[src/rtl/baud_pkg.sv]
package baud_pkg;
   localparam int unsigned BG_INT_W  = 16;
   localparam int unsigned BG_FRAC_W = 6;
   localparam int unsigned BG_OVS    = 16;

   // width of a counter that can hold 0..n-1
   function automatic int unsigned cnt_width(input int unsigned n);
      return (n < 2) ? 1 : $clog2(n);
   endfunction
endpackage

[src/rtl/bg_div_capture.sv]
module bg_div_capture #(
   parameter int unsigned DIV_W = 22
) (
   input  logic             clk,
   input  logic             rst_n,
   input  logic [DIV_W-1:0] div_i,
   output logic [DIV_W-1:0] div_q,
   output logic             chg
);
   assign chg = (div_i != div_q);

   always_ff @(posedge clk or negedge rst_n) begin
      if (!rst_n) div_q <= '0;
      else        div_q <= div_i;
   end
endmodule

[src/rtl/bg_phase_core.sv]
module bg_phase_core #(
   parameter int unsigned INT_W  = 16,
   parameter int unsigned FRAC_W = 6
) (
   input  logic              clk,
   input  logic              rst_n,
   input  logic              run,
   input  logic [INT_W-1:0]  int_i,
   input  logic [FRAC_W-1:0] frac_i,
   output logic              tick_o
);
   localparam int unsigned LEN_W = INT_W + 1;

   logic [INT_W-1:0]  cnt;
   logic [FRAC_W-1:0] acc;
   logic              extra;
   logic [LEN_W-1:0]  len;
   logic [FRAC_W:0]   sum;

   assign len    = {1'b0, int_i} + {{INT_W{1'b0}}, extra};
   assign sum    = {1'b0, acc} + {1'b0, frac_i};
   assign tick_o = run && ({1'b0, cnt} == (len - 1'b1));

   always_ff @(posedge clk or negedge rst_n) begin
      if (!rst_n) begin
         cnt   <= '0;
         acc   <= '0;
         extra <= 1'b0;
      end else if (!run) begin
         cnt   <= '0;
         acc   <= '0;
         extra <= 1'b0;
      end else if (tick_o) begin
         cnt   <= '0;
         acc   <= sum[FRAC_W-1:0];
         extra <= sum[FRAC_W];
      end else begin
         cnt   <= cnt + 1'b1;
      end
   end

   // interval monitor for the spacing property
   logic [LEN_W-1:0] gap;
   logic             seen;
   always_ff @(posedge clk or negedge rst_n) begin
      if (!rst_n) begin
         gap  <= '0;
         seen <= 1'b0;
      end else if (!run) begin
         gap  <= '0;
         seen <= 1'b0;
      end else if (tick_o) begin
         gap  <= {{INT_W{1'b0}}, 1'b1};
         seen <= 1'b1;
      end else if (gap != {LEN_W{1'b1}}) begin
         gap  <= gap + 1'b1;
      end
   end

   p_tick_gap_r2: assert property (@(posedge clk) disable iff (!rst_n)
      (tick_o && seen) |-> ((gap == {1'b0, int_i}) || (gap == ({1'b0, int_i} + 1'b1))))
      else $error("tick interval outside W..W+1");
endmodule

[src/rtl/bg_ovs_divider.sv]
module bg_ovs_divider
   import baud_pkg::*;
#(
   parameter int unsigned OVS    = 16,
   parameter bit          BIT_EN = 1'b1
) (
   input  logic clk,
   input  logic rst_n,
   input  logic run,
   input  logic tick_i,
   output logic bit_o
);
   localparam int unsigned OW = cnt_width(OVS);
   localparam logic [OW-1:0] LAST = OW'(OVS - 1);

   generate
      if (BIT_EN) begin : g_count
         logic [OW-1:0] oc;
         assign bit_o = tick_i && (oc == LAST);
         always_ff @(posedge clk or negedge rst_n) begin
            if (!rst_n)      oc <= '0;
            else if (!run)   oc <= '0;
            else if (tick_i) oc <= (oc == LAST) ? '0 : oc + 1'b1;
         end
      end else begin : g_none
         logic unused_inputs;
         assign unused_inputs = ^{clk, rst_n, run, tick_i};
         assign bit_o = 1'b0;
      end
   endgenerate

   p_bit_in_ovs_r8: assert property (@(posedge clk) disable iff (!rst_n)
      bit_o |-> tick_i)
      else $error("bit tick without oversample tick");
endmodule

[src/rtl/frac_baud_gen.sv]
module frac_baud_gen
   import baud_pkg::*;
#(
   parameter int unsigned INT_W       = BG_INT_W,
   parameter int unsigned FRAC_W      = BG_FRAC_W,
   parameter int unsigned OVS         = BG_OVS,
   parameter bit          BIT_TICK_EN = 1'b1
) (
   input  logic                      clk,
   input  logic                      rst_n,
   input  logic                      en,
   input  logic [INT_W+FRAC_W-1:0]   div_i,
   output logic                      tick_16x,
   output logic                      tick_1x
);
   localparam int unsigned DIV_W = INT_W + FRAC_W;

   initial begin
      a_int_w:  assert (INT_W >= 2)  else $error("INT_W too small");
      a_frac_w: assert (FRAC_W >= 1) else $error("FRAC_W too small");
      a_ovs:    assert (OVS >= 2)    else $error("OVS too small");
   end

   logic [DIV_W-1:0]  div_q;
   logic              chg;
   logic [INT_W-1:0]  int_q;
   logic [FRAC_W-1:0] frac_q;
   logic              run;

   bg_div_capture #(.DIV_W(DIV_W)) u_cap (
      .clk   (clk),
      .rst_n (rst_n),
      .div_i (div_i),
      .div_q (div_q),
      .chg   (chg)
   );

   assign int_q  = div_q[DIV_W-1:FRAC_W];
   assign frac_q = div_q[FRAC_W-1:0];
   assign run    = en && (int_q != '0) && !chg;

   bg_phase_core #(.INT_W(INT_W), .FRAC_W(FRAC_W)) u_core (
      .clk    (clk),
      .rst_n  (rst_n),
      .run    (run),
      .int_i  (int_q),
      .frac_i (frac_q),
      .tick_o (tick_16x)
   );

   bg_ovs_divider #(.OVS(OVS), .BIT_EN(BIT_TICK_EN)) u_ovs (
      .clk    (clk),
      .rst_n  (rst_n),
      .run    (run),
      .tick_i (tick_16x),
      .bit_o  (tick_1x)
   );

   p_change_quiet_r7: assert property (@(posedge clk) disable iff (!rst_n)
      chg |-> !tick_16x)
      else $error("tick in divisor change cycle");

   p_disable_quiet_r6: assert property (@(posedge clk) disable iff (!rst_n)
      !en |-> (!tick_16x && !tick_1x))
      else $error("tick while disabled");

   p_zero_halt_r5: assert property (@(posedge clk) disable iff (!rst_n)
      (div_i[DIV_W-1:FRAC_W] == '0) |-> !tick_16x)
      else $error("tick with zero whole part");
endmodule

[config.mk]
export PLATFORM = sky130hd
export DESIGN_NAME = frac_baud_gen
export DESIGN_NICKNAME = d
export VERILOG_FILES = /design/src/rtl/baud_pkg.sv /design/src/rtl/bg_div_capture.sv /design/src/rtl/bg_phase_core.sv /design/src/rtl/bg_ovs_divider.sv /design/src/rtl/frac_baud_gen.sv
export SDC_FILE = /design/constraint.sdc
export NUM_CORES = 1
export LEC_CHECK = 0
export ABC_AREA = 1
export BUFFER_PORTS_ARGS = -buffer_cell sky130_fd_sc_hd__buf_2
export CORE_MARGIN = 5
export CORE_UTILIZATION = 60
export DETAILED_ROUTE_END_ITERATION = 7
export PLACE_DENSITY_LB_ADDON = 0.2
export SLEW_MARGIN = 5
export SYNTH_ARGS = -nofsm -noshare
export SYNTH_HDL_FRONTEND = slang
export SYNTH_SLANG_ARGS = --single-unit
[constraint.sdc]
create_clock -name clk -period 2.9 [get_ports clk]
set_input_delay 0.29 -clock clk [delete_from_list [all_inputs] [get_ports clk]]
set_output_delay 0.29 -clock clk [all_outputs]
set_load 0.02 [all_outputs]
==> Word level (Yosys, flattened, before mapping) <==
Cells that the tools add are included.
{ "classes": {"add_sub_neg": 5, "multipliers": 0, "div": 0, "n_lt_le_gt_ge": 0, "eq_ne": 4, "shifts": 0, "n_mux": 9, "n_bitwise": 0, "reduce_logical": 6} }
{ "op_table": {"columns": ["cell", "count"], "rows": [
  ["two-way mux 16 bit", 2],
  ["inequality test 22 bit", 1],
  ["adder 16 x 1 -> 17 bit", 1],
  ["equality test 16 x 17 -> 1 bit", 1],
  ["subtractor 17 x 1 -> 17 bit (second input constant)", 1],
  ["adder 16 x 1 -> 16 bit (second input constant)", 1],
  ["nonzero test 16 bit", 1],
  ["two-way mux 4 bit", 3],
  ["two-way mux 6 bit", 2],
  ["adder 6 x 6 -> 7 bit", 1],
  ["adder 4 x 1 -> 4 bit (second input constant)", 1],
  ["equality test 4 bit (second input constant)", 1],
  ["logical AND 1 bit", 4],
  ["two-way mux 1 bit", 2],
  ["inequality test 2 x 1 -> 1 bit (second input constant)", 1],
  ["logical NOT 1 bit", 1]
]} }
{ "word_totals": {"ff_bits": 49, "latch_bits": 0, "ramBits": 0, "romBits": 0, "input_bits": 25, "out_inout_bits": 2, "n_memories": 0} }

==> Logic depth before layout (Yosys ltp) <==
Gate-level depths: netlist of the first run.
{ "depth": {"ltp_word": 6, "mapped_depth": 17, "depth_no_buf": 17} }

==> By module <==
A second synthesis of the first run with hierarchy kept.
{ "hier_totals": {"cells_unflattened": 519, "area_unflattened_um2": 3412.0} }
{ "modules_own_cells": {"columns": ["mod", "n_inst", "cells_each", "area_each_um2"], "rows": [
  ["bg_phase_core", 1, 339, 2145.8],
  ["bg_div_capture", 1, 133, 983.4],
  ["bg_ovs_divider", 1, 30, 217.7],
  ["frac_baud_gen", 1, 17, 65.1]
]} }

==> Worst setup path before layout of the first run <==
No wires, ideal clock.
{ "synth_path": {"path_type": "register to output", "start": "register u_cap.div_q[6]", "end": "output tick_1x", "t_arrival_ps": 1961, "required_ps": 2610, "path_slack_ps": 649, "stages_incl_launch_ff": 14, "path_buffers": 0, "path_cell_list": "dfrtp_1 > inv_1 > ha_1 > ha_1 > nand2_2 > nor2_4 > nand2_1 > nand2_1 > nand2_1 > nor2_1 > nand3_1 > nor2_4 > nand3_2 > nor2_1"} }
{ "synth_via": {"elab_chain_len": 5, "elab_cells_between_ends": 10, "classes_between": "add/sub: 2; eq/ne: 2; reduce/logical: 6"} }
{ "synth_rtl": {"columns": ["element", "line_no", "source"], "rows": [
  ["start: declaration", "bg_div_capture.sv:7", "output logic [DIV_W-1:0] div_q,"],
  ["start signal: assignment", "bg_div_capture.sv:14", "else div_q <= div_i;"],
  ["adder 16 x 1 -> 17 bit, or another cell as far along", "bg_phase_core.sv:20", "assign len = {1'b0, int_i} + {{INT_W{1'b0}}, extra};"],
  ["subtractor 17 x 1 -> 17 bit, or another cell as far along", "bg_phase_core.sv:22", "assign tick_o = run && ({1'b0, cnt} == (len - 1'b1));"],
  ["equality test 16 x 17 -> 1 bit / logical AND 1 bit (equally long branches)", "bg_phase_core.sv:22, frac_baud_gen.sv:40", null],
  ["logical AND 1 bit (*)", "bg_phase_core.sv:22", null],
  ["logical AND 1 bit (*)", "bg_ovs_divider.sv:19", "assign bit_o = tick_i && (oc == LAST);"],
  ["end: declaration", "frac_baud_gen.sv:14", "output logic tick_1x"]
]} }
Mark *: on every way between the ends. The rest lies on a longest branch, timed or not.

==> Final worst setup path of the first run <==
{ "layout_path": {"start": "register u_cap.div_q[6]", "end": "output tick_16x"} }
{ "layout_via": {"elab_chain_len": 4, "elab_cells_between_ends": 9, "classes_between": "add/sub: 2; eq/ne: 2; reduce/logical: 5"} }
{ "layout_rtl": {"columns": ["element", "line_no", "source"], "rows": [
  ["adder 16 x 1 -> 17 bit, or another cell as far along", "bg_phase_core.sv:20", null],
  ["subtractor 17 x 1 -> 17 bit, or another cell as far along", "bg_phase_core.sv:22", null],
  ["equality test 16 x 17 -> 1 bit / logical AND 1 bit (equally long branches)", "bg_phase_core.sv:22, frac_baud_gen.sv:40", null],
  ["logical AND 1 bit (*)", "bg_phase_core.sv:22", null],
  ["end: declaration", "frac_baud_gen.sv:13", "output logic tick_16x,"]
]} }
Marked as above.

==> results of run 1 <==
worst max path at each step:
stage,start,to,slack [ns]
CTS,u_cap.div_q[6],tick_16x,0.02
floorplan,u_cap.div_q[6],tick_1x,0.65
global route,u_cap.div_q[6],tick_16x,-0.002
global placement,u_cap.div_q[6],tick_16x,0.48
finish,u_cap.div_q[6],tick_16x,0.19
detailed placement,u_cap.div_q[6],tick_16x,0.34
placed cells by master, fill, tap and decap left out, types with 2 or more instances in the layout:
cell      instances
dfrtp_1          49
nand4_1           6
nand3_1          18
nor2_2            4
ha_1              8
xnor2_1           6
a22o_1            2
o21ai_1           2
ha_4              2
nand3_2           2
nor4_1            2
nand3b_1          2
nor3b_1           3
nand2_2           2
inv_1            53
a21oi_1           7
o21ai_0           8
clkbuf_8          5
nand2_1         126
inv_2             3
or2_2             4
nor2_4            6
buf_2            26
o22ai_1           5
xor2_1           20
nor3_1            7
nor2_1           62
flip-flops by register name, summed over array words and instances, names as in the netlist:
signal            flops
u_core.extra          1
u_core.acc            6
u_cap.div_q          22
u_ovs.g_count.oc      4
u_core.cnt           16
per-layer routing:
layer	routed length, um	vias to the layer above	part of all wire
li1	-	1385	-
met1	3410	1260	0.46
met2	3480	73	0.47
met3	333	14	0.045
met4	138	0	0.019
met5	0	-	0
cell type report:
cell class              count  area (um2)
flip-flops and latches     49        1230
clock inverters             3        28.8
clock buffers               5        68.8
fillers                   447        1630
repair buffers             28         148
multi-input cells         313        1670
inverters                  57         216
well taps                  70        87.6
Yosys cell counts (5+ instances only):
library cell  count
nand4_1           6
o21ai_0           8
nand3_1          18
ha_1             10
nor2_4            5
nor3_1            7
inv_1            54
a21oi_1           7
nor2_1           62
nand2_1         126
nor2_2            5
dfrtp_1          49
xnor2_1           6
xor2_1           20
o22ai_1           5
cell families (layout without fill, tap and decap cells):
logic type,after synthesis,count (layout)
AOI/OAI and AO/OA,28,28
xor gates and xnor gates,26,26
adders and majority gates,11,11
buffers and inverters,63,93
DFF,49,49
and+or+nand+nor,248,248
power breakdown:
| group | internal, W | switching (W) | total, W |
|---|---|---|---|
| logic | 0.0000573 | 0.0000885 | 0.000146 |
| clock network | 0.000181 | 0.000263 | 0.000444 |
| registers | 0.000698 | 0.0000239 | 0.000722 |
critical path, delay by kind of cell (launching register included):
kind / cells / cell delay [ns]
flops: 1 / 0.39
fa+ha+maj: 2 / 0.34
buf+inv: 3 / 0.42
simple gates: 9 / 0.98
metrics by stage:
| step | power, W | hold WS, ns |
|---|---|---|
| CTS | 0.00132 | 0.0733 |
| finish | 0.00131 | 0.0757 |
| floorplan | 0.000810 | -0.00559 |
| detailed placement | 0.000873 | 0.287 |
| global route | 0.00138 | 0.0708 |
| global placement | 0.000870 | 0.284 |
timing repair:
action,4_1_cts,5_1_grt
resized for setup,2,5
hold buffers,1,0
pin swaps,0,0
endpoints found under the hold margin,21,0
endpoints found under the setup margin,1,2
==> results.cfg, run 1 <==
[yosys]
synth_xor_area_frac = 0.0731
synth_seq_cells = 49
synthDistinctLibCells = 36
ys_seq_area_frac = 0.394
synth_top_family_by_area = simple AND/OR/NAND/NOR gates
yosys_warnings = 0
syn-num-nets = 461
yosys.area_share.adder = 0.0466
yosysTopAreaCell = dfrtp_1
synthMuxAreaShare = 0
netlist_instances = 425
syn_area_um2 = 3110
synth_top_area_frac = 0.394
synth_edf_count = 0
synthTopCellsByArea = dfrtp_1, nand2_1, nor2_1
synth-compound-area-share = 0.0530
yosys.area_share.simple = 0.352
async_flop_share = 1.00
synth_area_per_cell_um2 = 7.33
synthFlopType = dfrtp_1

[layout]
layout.nets = 490
fin_area_um2 = 3440
final_cells = 525
syn_to_final_growth_pct = 10.5
final_layout_size_suffix_gt1_frac = 0.134
antenna_cells = 0
final_util = 0.678

[floorplan]
die_w_um = 82.0
rows = 26
ios = 27
start_util = 0.614
core_um2 = 5070
dieArea_um2 = 6730
die_y_um = 82.0

[timing]
report.final.hold_viol_count = 0
finalCritPeriodShare = 0.935
worst_slew_pin_slew_ns = 0.519
slew_headroom = 0.654
fmax_mhz = 369
finalWorstSetupSlack_ns = 0.188
setup_viol = 0
slew_violations = 0
period_needed_ns = 2.71
skew_ns = 0.0130
finalSetupTns_ns = 0

[detailed_routing]
firstDrtPassIters = 5
vias = 2732
drc = 0
postRouteAntennaNets = 0
drtIter0Drc = 206
drt-total-wl_um = 7370
wire_per_inst_um = 14.0
vias_per_cell = 5.20

[clock_network]
clk_pin_slew_worst_paths_ns = 0.11
clk_path_buf_depth = 2
cts_tree = built
numCtsBuffers = 5
clock_latency_ns = 0.32
clock_sinks = 49
cts_root_buf = clkbuf_8
cts_setup_buffers = 0
htreeDepth = 2

[worst_hold_path]
hp-start = div_i[0]
hold_depth = 1
min_to = u_cap.div_q[0]
worstHoldPathType = in2reg

[critical_path]
cp-end-kind = output pin
crit_chain = inv_2 > ha_4 > ha_4 > nand2_2 > nor2_4 > nand2_1 > nand2_1 > nand2_1 > nor2_1 > nand3_1 > nor2_4 > nand3_2 > inv_4 > buf_2
worst-r2r-setup-slack_ns = 0.56
required_ns = 2.61
startpoint_type = register
r2r-end = u_ovs.g_count.oc[3]
r2r_start = u_cap.div_q[6]
critPathMaxFanout = 11
cp_slowest_cell = dfrtp_1
slowest_delay_ns = 0.39
cp.arrival_ns = 2.42
crit_top_cell = nand2_1
path_class = reg2out
rr_worst_depth = 16

[global_route]
antenna_found_initial = 0
met2_usage = 0.386
use_met1 = 0.326
busiest_layer = met2
grt_start_max_net_pins = 29
met3_usage = 0.0439
grt_remaining_overflow = 0
grtUsageTotal = 0.240
grt_pass1_wl_um = 12200
first_global_vias = 2642

[placement]
dp_hpwl_um = 5720
dp.cells = 516
gp_congestion = 0.917
place_area_um2 = 3300
io_buffers = 26
pre_cts_ws_ns = 0.337

[flow_run]
drv_cap = 0

[pwr]
vdd_drop_max_mv = 0.290
powerDensity_nw_per_um2 = 381
cellLeakagePower_nw = 1.72

[status]
outcome = complete, no violations
(Power assumes the default switching activity.)
==> run 2: changes to the inputs <==
--- a/config.mk
+++ b/config.mk
@@ -8,10 +8,11 @@
 export ABC_AREA = 1
 export BUFFER_PORTS_ARGS = -buffer_cell sky130_fd_sc_hd__buf_2
 export CORE_MARGIN = 5
-export CORE_UTILIZATION = 60
+export CORE_UTILIZATION = 61
 export DETAILED_ROUTE_END_ITERATION = 7
 export PLACE_DENSITY_LB_ADDON = 0.2
 export SLEW_MARGIN = 5
 export SYNTH_ARGS = -nofsm -noshare
 export SYNTH_HDL_FRONTEND = slang
+export SYNTH_HIERARCHICAL = 1
 export SYNTH_SLANG_ARGS = --single-unit
==> run 2 against run 1 <==
  * Via count increased by 19%
  * Critical path depth increased by 2
  * Critical endpoint is now tick_1x
  * Largest cell class unchanged
  * Clock-buffer cell count up 2
  * Clock skew is 0.0093 ns lower
  * Highest routed layer unchanged
==> results.cfg, run 2 <==
[critical_path]
cp_slowest_cell = dfrtp_1
slowest_delay_ns = 0.37
critPathMaxFanout = 5
crit_top_cell = nor2_1
endpoint = tick_1x
worst-r2r-setup-slack_ns = 0.48
crit_chain = inv_2 > ha_4 > ha_4 > inv_2 > nand2_2 > nand2_1 > nor2_1 > nand3_1 > nor2_1 > nand3_1 > nor2_2 > nand3_4 > nor2_4 > nand3_2 > nor2_1 > buf_4
startpoint = u_cap/div_q[6]
path_class = reg2out
r2r-end = u_core/cnt[15]
startpoint_type = register
rr_worst_depth = 15
required_ns = 2.61
cp-end-kind = output pin
cp.arrival_ns = 2.53
r2r_start = u_core/extra

[layout]
final_common_cell = nand2_1
largestRegisters = u_cap/div_q x22, u_core/cnt x16, u_core/acc x6
largest_register_ffs = 22
fin_area_um2 = 3870
final_layout_size_suffix_gt1_frac = 0.130
antenna_cells = 0
syn_to_final_growth_pct = 13.3
layout_common_cells = nand2_1, nor2_1, inv_1
regMostFlops = u_cap/div_q
layout.nets = 595

[timing]
finalCritPeriodShare = 0.972
skew_ns = 0.00373
fmax_mhz = 355
slew_violations = 0
worst_slew_pin_slew_ns = 1.11
slew_headroom = 0.262
period_needed_ns = 2.82
rsz0062_at_grt = true
setup_viol = 0
report.final.hold_viol_count = 0
finalSetupTns_ns = 0

[clock_network]
cts_root_buf = clkbuf_8
cts_tree = built
clock_sinks = 49
numCtsBuffers = 5
htreeDepth = 2
clock_latency_ns = 0.30
clk_pin_slew_worst_paths_ns = 0.09
clk_path_buf_depth = 2

[placement]
gp_congestion = 0.928
place_area_um2 = 3630
dp_hpwl_um = 6100
io_buffers = 26

[floorplan]
dieArea_um2 = 7190
ios = 27
die_w_um = 84.8
core_um2 = 5470
start_util = 0.623
die_y_um = 84.8
rows = 27

[yosys]
ys_seq_area_frac = 0.359
syn_area_um2 = 3410
yosys_warnings = 6
netlist_instances = 519
synthTopCellsByArea = dfrtp_1, nand2_1, nor2_1
synth_top_area_frac = 0.359
synthTopCellsByCount = nand2_1, nor2_1, inv_1, dfrtp_1, nand3_1
yosysTopAreaCell = dfrtp_1
yosysMostFrequentCell = nand2_1
synthFlopType = dfrtp_1
synth_area_per_cell_um2 = 6.57
synthDistinctLibCells = 30
async_flop_share = 1.00
synth_seq_cells = 49
syn-num-nets = 555
synth_edf_count = 0

[pwr]
pwr-share-comb = 0.124
sw_frac_of_total = 0.260
power_w = 0.00142
vdd_drop_max_mv = 0.290
p_sw_w = 0.000369
p_clk_frac = 0.363
intPower_w = 0.00105
cellLeakagePower_nw = 2.09
powerDensity_nw_per_um2 = 367
sequentialPowerShare = 0.513

[detailed_routing]
vias = 3240
firstDrtPassIters = 5
drtIter0Drc = 261
wire_per_inst_um = 13.2
drc = 0
drt-total-wl_um = 8350
vias_per_cell = 5.13
postRouteAntennaNets = 0

[global_route]
antenna_found_initial = 0
grt_remaining_overflow = 0
grt_pass1_wl_um = 13700
first_global_vias = 3076
grtUsageTotal = 0.233
grt_start_max_net_pins = 50

[status]
outcome = complete, no violations

[flow_run]
drv_cap = 0

[worst_hold_path]
hold_depth = 1
worstHoldPathType = in2reg
run 2: worst min path at each step:
stage               from               to  slack (ns)
2_1_floorplan      rst_n   u_cap/div_q[0]      -0.006
3_3_place_gp   div_i[10]  u_cap/div_q[10]        0.42
3_5_place_dp   div_i[20]  u_cap/div_q[20]        0.43
4_1_cts         div_i[8]   u_cap/div_q[8]        0.10
5_1_grt         div_i[0]   u_cap/div_q[0]        0.10
6_report        div_i[4]   u_cap/div_q[4]        0.12
run 2: repair_timing:
action / CTS / global route
endpoints found under the setup margin: 1 / 2
pin swaps: 3 / 12
hold buffers: 0 / 0
setup buffers: 1 / 8
gates resized for setup: 3 / 15
gates cloned: 0 / 0
run 2: critical path: cells and delay by family (launching register included):
| kind | cells | cell delay [ns] |
|---|---|---|
| adder cells (fa/ha/maj) | 2 | 0.43 |
| buffers and inverters | 3 | 0.22 |
| flip-flops | 1 | 0.37 |
| AND/OR/NAND/NOR | 11 | 1.21 |
run 2: layer usage:
| layer | global-route usage | part of all wire | vias to the layer above |
|---|---|---|---|
| met4 | 0.0662 | 0.014 | 0 |
| met3 | 0.0363 | 0.043 | 11 |
| met2 | 0.396 | 0.49 | 77 |
| met1 | 0.307 | 0.45 | 1492 |
| li1 | - | - | 1660 |
| met5 | 0 | 0 | - |
run 2: cells by family after synthesis:
group                    after synthesis  share of synthesized area
flip-flops                            49                      0.359
AND/OR/NAND/NOR                      330                      0.411
XOR/XNOR                              24                     0.0616
adder cells (fa/ha/maj)               11                     0.0425
AO/OA/AOI/OAI                         14                     0.0224
buffers and inverters                 91                      0.103
run 2: per-stage QoR:
stage / utilization / setup WS, ns / hold WS, ns / cells
global route: 0.706 / -0.0833 / 0.104 / 632
finish: 0.706 / 0.0824 / 0.117 / 632
floorplan: - / 0.0609 / -0.00559 / 519
detailed placement: 0.663 / 0.226 / 0.426 / 615
global placement: 0.663 / 0.331 / 0.422 / 615
CTS: 0.687 / 0.00521 / 0.103 / 624
run 2: layout make-up:
type                    count  area [um2]
clock buffers               7        86.3
repair buffers             37         215
inverters                  87         327
multi-input cells         379        1890
well taps                  72        90.1
clock inverters             1        30.0
fillers                   492        1610
flip-flops and latches     49        1230
run 2: power by group through the flow:
stage,combinational (W),clock [W],sequential (W)
after floorplan,0.000103,0,0.000731
after global placement,0.000154,0,0.000738
after detailed placement,0.000162,0,0.000739
after CTS,0.000165,0.000530,0.000725
after global routing,0.000201,0.000562,0.000731
final,0.000176,0.000514,0.000727
